`src/rtl/i2s_rt_pkg.sv`:
```
package i2s_rt_pkg;

  localparam int FLD_W      = 2;
  localparam int N_IN       = 6;
  localparam int N_OUT      = 5;
  localparam int CTRL_W     = 25;
  localparam int BIT_TX_ORD = 20;
  localparam int BIT_RX_ORD = 21;
  localparam int BIT_INV    = 24;
  localparam int OUT_BASE   = 10;

  // Input path index: 0 tx bclk, 1 tx ws, 2 rx bclk, 3 rx ws, 4 rx sd, 5 dvalid
  function automatic int in_lsb(input int idx);
    int r;
    case (idx)
      0: r = 0;
      1: r = 2;
      2: r = 4;
      3: r = 6;
      4: r = 8;
      default: r = 22;
    endcase
    return r;
  endfunction

  function automatic int in_ord_bit(input int idx);
    return (idx < 2) ? BIT_TX_ORD : BIT_RX_ORD;
  endfunction

  // Output path index: 0 tx bclk, 1 tx ws, 2 tx sd, 3 rx ws, 4 rx bclk
  function automatic int out_lsb(input int idx);
    return OUT_BASE + FLD_W * idx;
  endfunction

endpackage

```
`src/rtl/i2s_rt_rst_sync.sv`:
```
module i2s_rt_rst_sync (
  input  logic clk,
  input  logic rst_n,
  output logic rst_sync_n
);

  logic [1:0] sync_q;
  logic [1:0] sync_d;

  always_comb begin
    sync_d = {sync_q[0], 1'b1};
  end

  always_ff @(posedge clk or negedge rst_n) begin
    if (!rst_n) begin
      sync_q <= 2'b00;
    end else begin
      sync_q <= sync_d;
    end
  end

  assign rst_sync_n = sync_q[1];

endmodule

```
`src/rtl/i2s_rt_in_path.sv`:
```
module i2s_rt_in_path #(
  parameter int DLY_W = 2
) (
  input  logic             clk,
  input  logic             rst_n,
  input  logic             fall_first,
  input  logic [DLY_W-1:0] sel,
  input  logic             din,
  output logic             dout
);

  localparam int TAPS = 1 << DLY_W;

  // Rising-first pipeline: stage 1 on rising, stage 2 and line on falling.
  logic            r_s1_q;
  logic            r_s2_q;
  logic [TAPS-1:0] r_line_q;
  logic [TAPS-1:0] r_line_d;
  // Falling-first pipeline: stage 1 on falling, stage 2 and line on rising.
  logic            f_s1_q;
  logic            f_s2_q;
  logic [TAPS-1:0] f_line_q;
  logic [TAPS-1:0] f_line_d;

  always_comb begin
    r_line_d[0] = r_s2_q;
    f_line_d[0] = f_s2_q;
    for (int i = 1; i < TAPS; i++) begin
      r_line_d[i] = r_line_q[i-1];
      f_line_d[i] = f_line_q[i-1];
    end
  end

  always_ff @(posedge clk or negedge rst_n) begin
    if (!rst_n) begin
      r_s1_q   <= 1'b0;
      f_s2_q   <= 1'b0;
      f_line_q <= '0;
    end else begin
      r_s1_q   <= din;
      f_s2_q   <= f_s1_q;
      f_line_q <= f_line_d;
    end
  end

  always_ff @(negedge clk or negedge rst_n) begin
    if (!rst_n) begin
      f_s1_q   <= 1'b0;
      r_s2_q   <= 1'b0;
      r_line_q <= '0;
    end else begin
      f_s1_q   <= din;
      r_s2_q   <= r_s1_q;
      r_line_q <= r_line_d;
    end
  end

  assign dout = fall_first ? f_line_q[sel] : r_line_q[sel];

endmodule

```
`src/rtl/i2s_rt_out_path.sv`:
```
module i2s_rt_out_path #(
  parameter int DLY_W = 2
) (
  input  logic             clk,
  input  logic             rst_n,
  input  logic [DLY_W-1:0] sel,
  input  logic             din,
  output logic             dout
);

  localparam int STAGES = (1 << DLY_W) - 1;

  logic [STAGES-1:0] line_q;
  logic [STAGES-1:0] line_d;
  logic [DLY_W-1:0]  tap_idx;

  always_comb begin
    line_d[0] = din;
    for (int i = 1; i < STAGES; i++) begin
      line_d[i] = line_q[i-1];
    end
  end

  always_ff @(posedge clk or negedge rst_n) begin
    if (!rst_n) begin
      line_q <= '0;
    end else begin
      line_q <= line_d;
    end
  end

  assign tap_idx = sel - 1'b1;
  assign dout    = (sel == '0) ? din : line_q[tap_idx];

endmodule

```
`src/rtl/i2s_retime.sv`:
```
module i2s_retime
  import i2s_rt_pkg::*;
(
  input  logic              clk_ref,
  input  logic              rst_n,
  input  logic [CTRL_W-1:0] ctrl_word,
  input  logic              pin_tx_bclk_i,
  input  logic              pin_tx_ws_i,
  input  logic              pin_rx_bclk_i,
  input  logic              pin_rx_ws_i,
  input  logic              pin_rx_sd_i,
  input  logic              dvalid_i,
  output logic              core_tx_bclk_o,
  output logic              core_tx_ws_o,
  output logic              core_rx_bclk_o,
  output logic              core_rx_ws_o,
  output logic              core_rx_sd_o,
  output logic              dvalid_o,
  input  logic              core_tx_bclk_i,
  input  logic              core_tx_ws_i,
  input  logic              core_tx_sd_i,
  input  logic              core_rx_ws_i,
  input  logic              core_rx_bclk_i,
  output logic              pin_tx_bclk_o,
  output logic              pin_tx_ws_o,
  output logic              pin_tx_sd_o,
  output logic              pin_rx_ws_o,
  output logic              pin_rx_bclk_o
);

  logic             rst_core_n;
  logic [N_IN-1:0]  in_din;
  logic [N_IN-1:0]  in_dout;
  logic [N_OUT-1:0] out_din;
  logic [N_OUT-1:0] out_dout;

  i2s_rt_rst_sync u_rst (
    .clk        (clk_ref),
    .rst_n      (rst_n),
    .rst_sync_n (rst_core_n)
  );

  assign in_din  = {dvalid_i, pin_rx_sd_i, pin_rx_ws_i,
                    pin_rx_bclk_i, pin_tx_ws_i, pin_tx_bclk_i};
  assign out_din = {core_rx_bclk_i, core_rx_ws_i, core_tx_sd_i,
                    core_tx_ws_i, core_tx_bclk_i};

  for (genvar g = 0; g < N_IN; g++) begin : g_in
    localparam int LSB = in_lsb(g);
    localparam int ORD = in_ord_bit(g);
    i2s_rt_in_path #(.DLY_W(FLD_W)) u_path (
      .clk        (clk_ref),
      .rst_n      (rst_core_n),
      .fall_first (ctrl_word[ORD]),
      .sel        (ctrl_word[LSB +: FLD_W]),
      .din        (in_din[g]),
      .dout       (in_dout[g])
    );
  end

  for (genvar g = 0; g < N_OUT; g++) begin : g_out
    localparam int LSB = out_lsb(g);
    i2s_rt_out_path #(.DLY_W(FLD_W)) u_path (
      .clk   (clk_ref),
      .rst_n (rst_core_n),
      .sel   (ctrl_word[LSB +: FLD_W]),
      .din   (out_din[g]),
      .dout  (out_dout[g])
    );
  end

  assign core_tx_bclk_o = in_dout[0] ^ ctrl_word[BIT_INV];
  assign core_tx_ws_o   = in_dout[1];
  assign core_rx_bclk_o = in_dout[2];
  assign core_rx_ws_o   = in_dout[3];
  assign core_rx_sd_o   = in_dout[4];
  assign dvalid_o       = in_dout[5];

  assign pin_tx_bclk_o  = out_dout[0];
  assign pin_tx_ws_o    = out_dout[1];
  assign pin_tx_sd_o    = out_dout[2];
  assign pin_rx_ws_o    = out_dout[3];
  assign pin_rx_bclk_o  = out_dout[4];

endmodule

```
`config.mk`:
```
export PLATFORM = sky130hd
export DESIGN_NAME = i2s_retime
export DESIGN_NICKNAME = d
export VERILOG_FILES = /design/src/rtl/i2s_rt_pkg.sv /design/src/rtl/i2s_rt_rst_sync.sv /design/src/rtl/i2s_rt_in_path.sv /design/src/rtl/i2s_rt_out_path.sv /design/src/rtl/i2s_retime.sv
export SDC_FILE = /design/constraint.sdc
export NUM_CORES = 1
export LEC_CHECK = 0
export ABC_AREA = 1
export BUFFER_PORTS_ARGS = -buffer_cell sky130_fd_sc_hd__buf_2
export CAP_MARGIN = 25
export CELL_PAD_IN_SITES_DETAIL_PLACEMENT = 1
export CELL_PAD_IN_SITES_GLOBAL_PLACEMENT = 1
export CORE_MARGIN = 2
export CORE_UTILIZATION = 43
export CTS_BUF_LIST = sky130_fd_sc_hd__clkbuf_4 sky130_fd_sc_hd__clkbuf_8 sky130_fd_sc_hd__clkbuf_16
export CTS_CLUSTER_DIAMETER = 50
export CTS_CLUSTER_SIZE = 30
export DETAILED_ROUTE_END_ITERATION = 16
export PLACE_DENSITY = 0.79
export SLEW_MARGIN = 20
export SYNTH_ARGS = -nofsm -noshare
export SYNTH_HDL_FRONTEND = slang
export SYNTH_SLANG_ARGS = --single-unit
```
`constraint.sdc`:
```
create_clock -name clk_ref -period 3.3 [get_ports clk_ref]
set_input_delay 0.33 -clock clk_ref [delete_from_list [all_inputs] [get_ports clk_ref]]
set_output_delay 0.33 -clock clk_ref [all_outputs]
set_load 0.05 [all_outputs]
```
[Yosys cells after proc, flatten, opt, wreduce, memory -nomap -nowiden]
Cells that the tools add are included.
Word-level totals
  input bits: 38
  register bits: 89
  output and inout port bits: 11
  logic and storage cells: 109
Operators by class
  magnitude comparators: 11
  reductions and logical operators: 5
  multiplexer cells: 45
  bitwise gates (word level): 1
  add/sub/neg operators: 5
Operator list (number)
  $bmux 1 s2: 17
  $lt 2x3->1 const B: 11
  $mux 1: 28
  $logic_not 2->1: 5
  $sub 2x1->2 const B: 5
  $xor 1x1->1: 1

[Logic depth before layout (Yosys ltp)]
Gate-level depths: netlist of the first run.
  word-level depth: 4
  gate-level depth with buffers: 7
  gate-level depth less buffers: 7

[Modules after synthesis]
A second synthesis of the first run with hierarchy kept.
Second synthesis, totals
  cells, all modules: 333
  area, all modules: 3229.3 um2
Modules (own cells, without submodules)
  i2s_rt_in_path: instances 6, cells each 40, area each 410.4 um2, seq. area each 300.3 um2
  i2s_rt_out_path: instances 5, cells each 17, area each 138.9 um2, seq. area each 75.1 um2
  i2s_rt_rst_sync: instances 1, cells each 3, area each 53.8 um2, seq. area each 50.0 um2
  i2s_retime: instances 1, cells each 5, area each 18.8 um2, seq. area each 0.0 um2

==> results of run 1 <==
[logic make-up after synthesis]
group | count (synthesis)
buffers and inverters | 38
AO/OA/AOI/OAI | 45
adder cells (fa/ha/maj) | 5
other | 1
AND/OR/NAND/NOR | 73
flip-flops | 89
[where the power goes]
part	total, mW	leakage [nW]	switching (mW)	internal, mW
clock network	0.712	0.0978	0.353	0.359
logic	0.225	0.702	0.146	0.0791
registers	1.18	1.04	0.0282	1.15
[cells in the mapped netlist, drive strengths merged]
| master | count |
|---|---|
| dfrtp | 53 |
| nor2 | 40 |
| inv | 38 |
| dfrtn | 36 |
| o21ai | 35 |
| nand2 | 26 |
| nand3 | 7 |
| a22oi | 5 |
| a31oi | 5 |
| ha | 5 |
| conb | 1 |
[per-layer routing]
| layer | GRT usage | vias up | share of wire |
|---|---|---|---|
| li1 | - | 924 | - |
| met1 | 0.198 | 909 | 0.45 |
| met2 | 0.241 | 33 | 0.50 |
| met3 | 0.0303 | 9 | 0.035 |
| met4 | 0.0797 | 0 | 0.018 |
| met5 | 0 | - | 0 |
[cells in the final DEF, fill, tap and decap left out]
cell,Yosys,layout
clkbuf_16,0,1
buf_4,0,7
clkbuf_8,0,10
clkinvlp_4,0,2
a31oi_1,5,5
o21ai_0,13,10
dfrtp_4,0,1
ha_1,5,5
o21ai_1,22,25
nand3_1,5,3
nand2_2,0,1
dlygate4sd3_1,0,1
inv_2,14,15
a22oi_1,5,5
dfrtn_1,36,36
clkinv_4,0,1
dfrtp_1,53,52
buf_2,0,42
buf_6,0,6
nand3_2,2,4
clkbuf_4,0,2
nand2_1,26,25
inv_1,24,23
conb_1,1,1
nor2_1,40,40
[cell type report]
type	count	share of cell area
sequential	89	0.614
timing repair buffer	56	0.0937
inverter	38	0.0393
multi-input combinational	124	0.170
clock buffer	13	0.0489
tap	80	0.0276
clock inverter	3	0.00655
[sequential cells by signal (all words and copies together), names as in the netlist]
| register | count |
|---|---|
| g_in.u_path.f_line_q | 24 |
| u_rst.sync_q | 2 |
| g_in.u_path.f_s1_q | 6 |
| g_in.u_path.r_s1_q | 6 |
| g_in.u_path.f_s2_q | 6 |
| g_in.u_path.r_s2_q | 6 |
| g_out.u_path.line_q | 15 |
| g_in.u_path.r_line_q | 24 |
[path summary, 6_finish.rpt]
check | startpoint | end | slack [ns] | cells after the start
hold reg to reg | u_rst.sync_q[1]$_DFF_PN0_ | g_in[5].u_path.f_line_q[2]$_DFF_PN0_ | 0.24 | 0
setup / recovery | g_in[3].u_path.r_line_q[0]$_DFF_NN0_ | core_rx_ws_o | -0.01 | 7
setup reg to reg | u_rst.sync_q[1]$_DFF_PN0_ | g_in[0].u_path.r_s2_q$_DFF_NN0_ | 0.94 | 1
hold / removal | dvalid_i | g_in[5].u_path.r_s1_q$_DFF_PN0_ | 0.11 | 1
min in group asynchronous | u_rst.sync_q[1]$_DFF_PN0_ | g_in[5].u_path.f_line_q[2]$_DFF_PN0_ | 0.24 | 0
max in group asynchronous | u_rst.sync_q[1]$_DFF_PN0_ | g_in[0].u_path.r_s2_q$_DFF_NN0_ | 0.94 | 1
[worst max-delay path, stage by stage (launching register included)]
cell	delay [ns]
dfrtn_1	0.42
nor2_1	0.05
nor2_1	0.10
o21ai_1	0.08
o21ai_1	0.07
nand2_1	0.06
nand2_1	0.07
buf_6	0.15
[metrics by stage]
| stage | total power [mW] | util | worst slack, ns | setup TNS, ns |
|---|---|---|---|---|
| 3_3_place_gp | 1.40 | 0.496 | 0.304 | 0 |
| 5_1_grt | 2.22 | 0.537 | -0.108 | -0.517 |
| 4_1_cts | 2.15 | 0.536 | -0.00808 | -0.0148 |
| 6_report | 2.12 | 0.537 | -0.0119 | -0.0119 |
| 2_1_floorplan | 1.33 | - | 0.247 | 0 |
| 3_5_place_dp | 1.41 | 0.496 | 0.246 | 0 |
[repair_timing]
item | CTS | global route
resized for setup | 16 | 3
hold endpoints to repair | 2 | 0
endpoints found under the setup margin | 6 | 6
hold buffers | 1 | 0
buffers inserted | 1 | 1
pin swaps | 1 | 1
==> impl_metrics.csv, run 1 <==
group,metric,value,unit
yosys,synth_area,2970,um^2
die,dieHeight,87.2,um
global_routing,antenna_found_initial,0,
route,drt-total-wl,5030,um
yosys,synth_top_cell_by_area,"dfrtp_1",
clocking,insertion_delay,0.34,ns
die,dieArea,7600,um^2
finish,fill_cells,747,
yosys,synth_compound_area_frac,0.0821,
placement,routabilityCongestion,0.710,
clocking,clock_path_buffers,2,
finish,final_area,3630,um^2
power_and_ir_drop,p_per_area,582,nW/um^2
sta,rsz0062_at_grt,"true",
sta,finalHoldViolCount,0,
route,ant_nets,0,
yosys,synth_fa_ha_area_frac,0.0210,
yosys,yosysWarnings,0,
route,drcViolationCount,0,
finish,nets,361,
die,core.rowCount,30,
route,first_iter_violations,36,
die,ios,49,
global_routing,grt_first_pass_wirelength,8810,um
flow_run,cap_viol_max_count,0,
worst_setup_path,crit_fanout,2,
yosys,ys_seq_elements,89,
finish,syn_to_final_growth,22.1,%
power_and_ir_drop,power_leakage,1.84,nW
yosys,synth_top_family_by_area,"simple AND/OR/NAND/NOR gates",
finish,multiInputGateArea,616,um^2
sta,fin_skew,0.0178,ns
placement,postPlaceCellArea,3350,um^2
route,drtPass1Iterations,4,
clocking,cts_tree,"built",
sta,report.final.slew_viol_count,0,
worst_setup_path,cp.required,2.97,ns
finish,diodes,0,
yosys,ys_seq_area_frac,0.749,
clocking,htree_levels,3,
worst_setup_path,crit_path_end_kind,"primary output",
outcome,outcome,"complete, but fails checks",
route,avgRoutedWirePerCell,12.5,um
route,vias,1875,
worst_setup_path,worstSetupStartpointType,"flop",
yosys,synthXorXnorAreaFrac,0,
min_path,min_path_type,"input pin to flop",
finish,layoutNonFillerInstCount,403,
yosys,synthesis.nets,294,
die,core_area,6760,um^2
placement,port_buffers,48,
global_routing,grt_pass1_vias,2006,
yosys,synth_mux_area_frac,0,
worst_setup_path,crit_type,"flop to primary output",
worst_setup_path,critPathArrivalTime,2.98,ns
power_and_ir_drop,vdd_drop_max,243,uV
global_routing,grt.overflow.total,0,
sta,finalSetupViolCount,1,
finish,layout-drive-gt1-share,0.285,
yosys,synth_top_cell_area_share,0.446,
yosys,ys_types,14,
die,start_util,0.440,
clocking,cts-buffers-inserted,9,
finish,seq_area,2230,um^2
placement,dp.cells,384,
yosys,synth.avg_cell_area,11.8,um^2
global_routing,grt_max_degree,29,
outcome,violations,"negative setup slack",
sta,hold_ws,0.106,ns
sta,setup_ws,-0.0119,ns
yosys,synthSimpleGateAreaFrac,0.0985,
global_routing,grt_usage,0.152,
yosys,synth_cells,251,
placement,dp_hpwl,3810,um
yosys,yosys-top-cells-area,"dfrtp_1, dfrtn_1, nor2_1, o21ai_1, nand2_1",
die,die_w,87.2,um
clocking,cts-root-buf,"clkbuf_8",
clocking,path_clk_slew,0.08,ns
clocking,cts.sinks,89,
route,via_per_inst,4.65,
Power figures use the tool's default switching activity.
==> run 2, diff against run 1 <==
Settings changed: BUFFER_PORTS_ARGS -buffer_cell sky130_fd_sc_hd__buf_2 to -buffer_cell sky130_fd_sc_hd__clkbuf_2.
==> impl_metrics.csv, run 2 (same netlist as run 1, synthesis figures left out) <==
group,metric,value,unit
outcome,outcome,"complete, but fails checks",
outcome,violations,"negative setup slack",
finish,seq_area,2230,um^2
clocking,cts-root-buf,"clkbuf_8",
clocking,cts_tree,"built",
route,vias,1897,
die,ios,49,
sta,finalHoldViolCount,0,
finish,syn_to_final_growth,24.2,%
route,avgRoutedWirePerCell,13.1,um
finish,layout_common_cells,"dfrtp_1, clkbuf_2, nor2_1",
sta,setup_ws,-0.102,ns
finish,multiInputGateArea,626,um^2
clocking,cts.sinks,89,
die,dieHeight,87.2,um
clocking,path_clk_slew,0.08,ns
global_routing,grt_usage,0.160,
sta,finalSetupViolCount,1,
die,core_area,6760,um^2
sta,fin_skew,0.0166,ns
sta,tns,-0.102,ns
global_routing,grt_pass1_vias,2035,
finish,reg_top3,"g_in.u_path.f_line_q: 24 flops, g_in.u_path.r_line_q: 24 flops, g_out.u_path.line_q: 15 flops",
clocking,htree_levels,3,
placement,postPlaceCellArea,3360,um^2
finish,final_area,3690,um^2
worst_setup_path,crit_fanout,2,
finish,layout_commonest_cell,"dfrtp_1",
sta,rsz0062_at_grt,"true",
die,core.rowCount,30,
worst_setup_path,crit_path_end_kind,"primary output",
flow_run,cap_viol_max_count,0,
route,drt-total-wl,5300,um
route,ant_nets,0,
global_routing,grt_first_pass_wirelength,9270,um
global_routing,grt.overflow.total,0,
global_routing,grt_max_degree,29,
die,dieArea,7600,um^2
placement,port_buffers,48,
worst_setup_path,cp_cell_sequence,"nor2_1 -> nor2_1 -> o21ai_1 -> o21ai_1 -> nand2_1 -> nand2_2 -> buf_8",
route,via_per_inst,4.70,
clocking,cts-buffers-inserted,9,
worst_setup_path,critPathArrivalTime,3.07,ns
worst_setup_path,crit_type,"flop to primary output",
finish,nets,362,
finish,diodes,0,
worst_setup_path,cp.required,2.97,ns
worst_setup_path,slowest_delay,0.41,ns
route,first_iter_violations,129,
power_and_ir_drop,power_leakage,1.88,nW
power_and_ir_drop,vdd_drop_max,254,uV
global_routing,antenna_found_initial,0,
finish,fill_cells,739,
power_and_ir_drop,p_per_area,584,nW/um^2
finish,layout-drive-gt1-share,0.296,
worst_setup_path,worstSetupStartpointType,"flop",
die,die_w,87.2,um
worst_setup_path,cp_slowest_cell,"dfrtn_1",
clocking,clock_path_buffers,2,
power_and_ir_drop,power,2.16,mW
placement,routabilityCongestion,0.710,
min_path,min_path_type,"input pin to flop",
clocking,insertion_delay,0.34,ns
route,drtPass1Iterations,4,
sta,report.final.slew_viol_count,0,
die,start_util,0.440,
route,drcViolationCount,0,
placement,dp_hpwl,3910,um
run 2: cell count changes in the layout (fill, tap and decap cells not counted), moves of 2 or more:
cell        change
nand2_1         -4
clkbuf_4        -2
clkbuf_2       +42
clkinv_2        +2
buf_2          -42
buf_8           +6
clkbuf_8        +2
nand2_2         +4
buf_6           -6
clkinvlp_4      -2
run 2: worst paths after layout:
kind	end	slack, ns	from	cells past startpoint
hold reg to reg	g_in[2].u_path.f_s2_q$_DFF_PN0_	0.26	u_rst.sync_q[1]$_DFF_PN0_	0
hold / removal	g_in[5].u_path.r_s1_q$_DFF_PN0_	0.11	dvalid_i	1
max in group asynchronous	g_in[1].u_path.f_s1_q$_DFF_NN0_	0.90	u_rst.sync_q[1]$_DFF_PN0_	1
setup / recovery	core_rx_sd_o	-0.10	g_in[4].u_path.r_line_q[0]$_DFF_NN0_	7
min in group asynchronous	g_in[2].u_path.f_s2_q$_DFF_PN0_	0.26	u_rst.sync_q[1]$_DFF_PN0_	0
setup reg to reg	g_in[1].u_path.f_s1_q$_DFF_NN0_	0.90	u_rst.sync_q[1]$_DFF_PN0_	1
run 2: report_power, final:
group / switching [mW] / leakage, nW / internal [mW]
Combinational: 0.153 / 0.730 / 0.0882
Sequential: 0.0286 / 1.04 / 1.15
Clock: 0.356 / 0.111 / 0.382
run 2: area by class of cell:
cell class,count,area share
Clock buffer,13,0.0515
Clock inverter,3,0.00508
Inverter,38,0.0386
Multi-Input combinational cell,124,0.169
Sequential cell,89,0.604
Tap cell,80,0.0271
Timing Repair Buffer,57,0.104
run 2: what timing repair did:
item	4_1_cts	5_1_grt
gates resized for setup	19	9
buffers inserted	2	2
pin swaps	3	6
hold buffers	1	0
endpoints found under the setup margin	6	6
hold endpoints to repair	2	0
run 2: critical path, delay by kind of cell, from the launching register on:
kind,cells,cell delay [ns]
buf+inv,1,0.14
simple gates,4,0.34
compound gates,2,0.21
flops,1,0.41
run 2: per-stage QoR:
stage / cells / hold WS (ns) / setup slack [ns] / util
detailed placement: 383 / 0.126 / 0.209 / 0.497
global placement: 383 / 0.116 / 0.289 / 0.497
CTS: 402 / 0.0886 / -0.115 / 0.542
floorplan: 251 / 0.0344 / 0.247 / -
global route: 404 / 0.0965 / -0.245 / 0.546
finish: 404 / 0.106 / -0.102 / 0.546
run 2: routing by layer:
layer	up-vias	track usage	wire length [um]
met1	920	0.206	2280
met5	-	0	0
met2	36	0.260	2720
met3	9	0.0322	191
li1	932	-	-
met4	0	0.0797	104
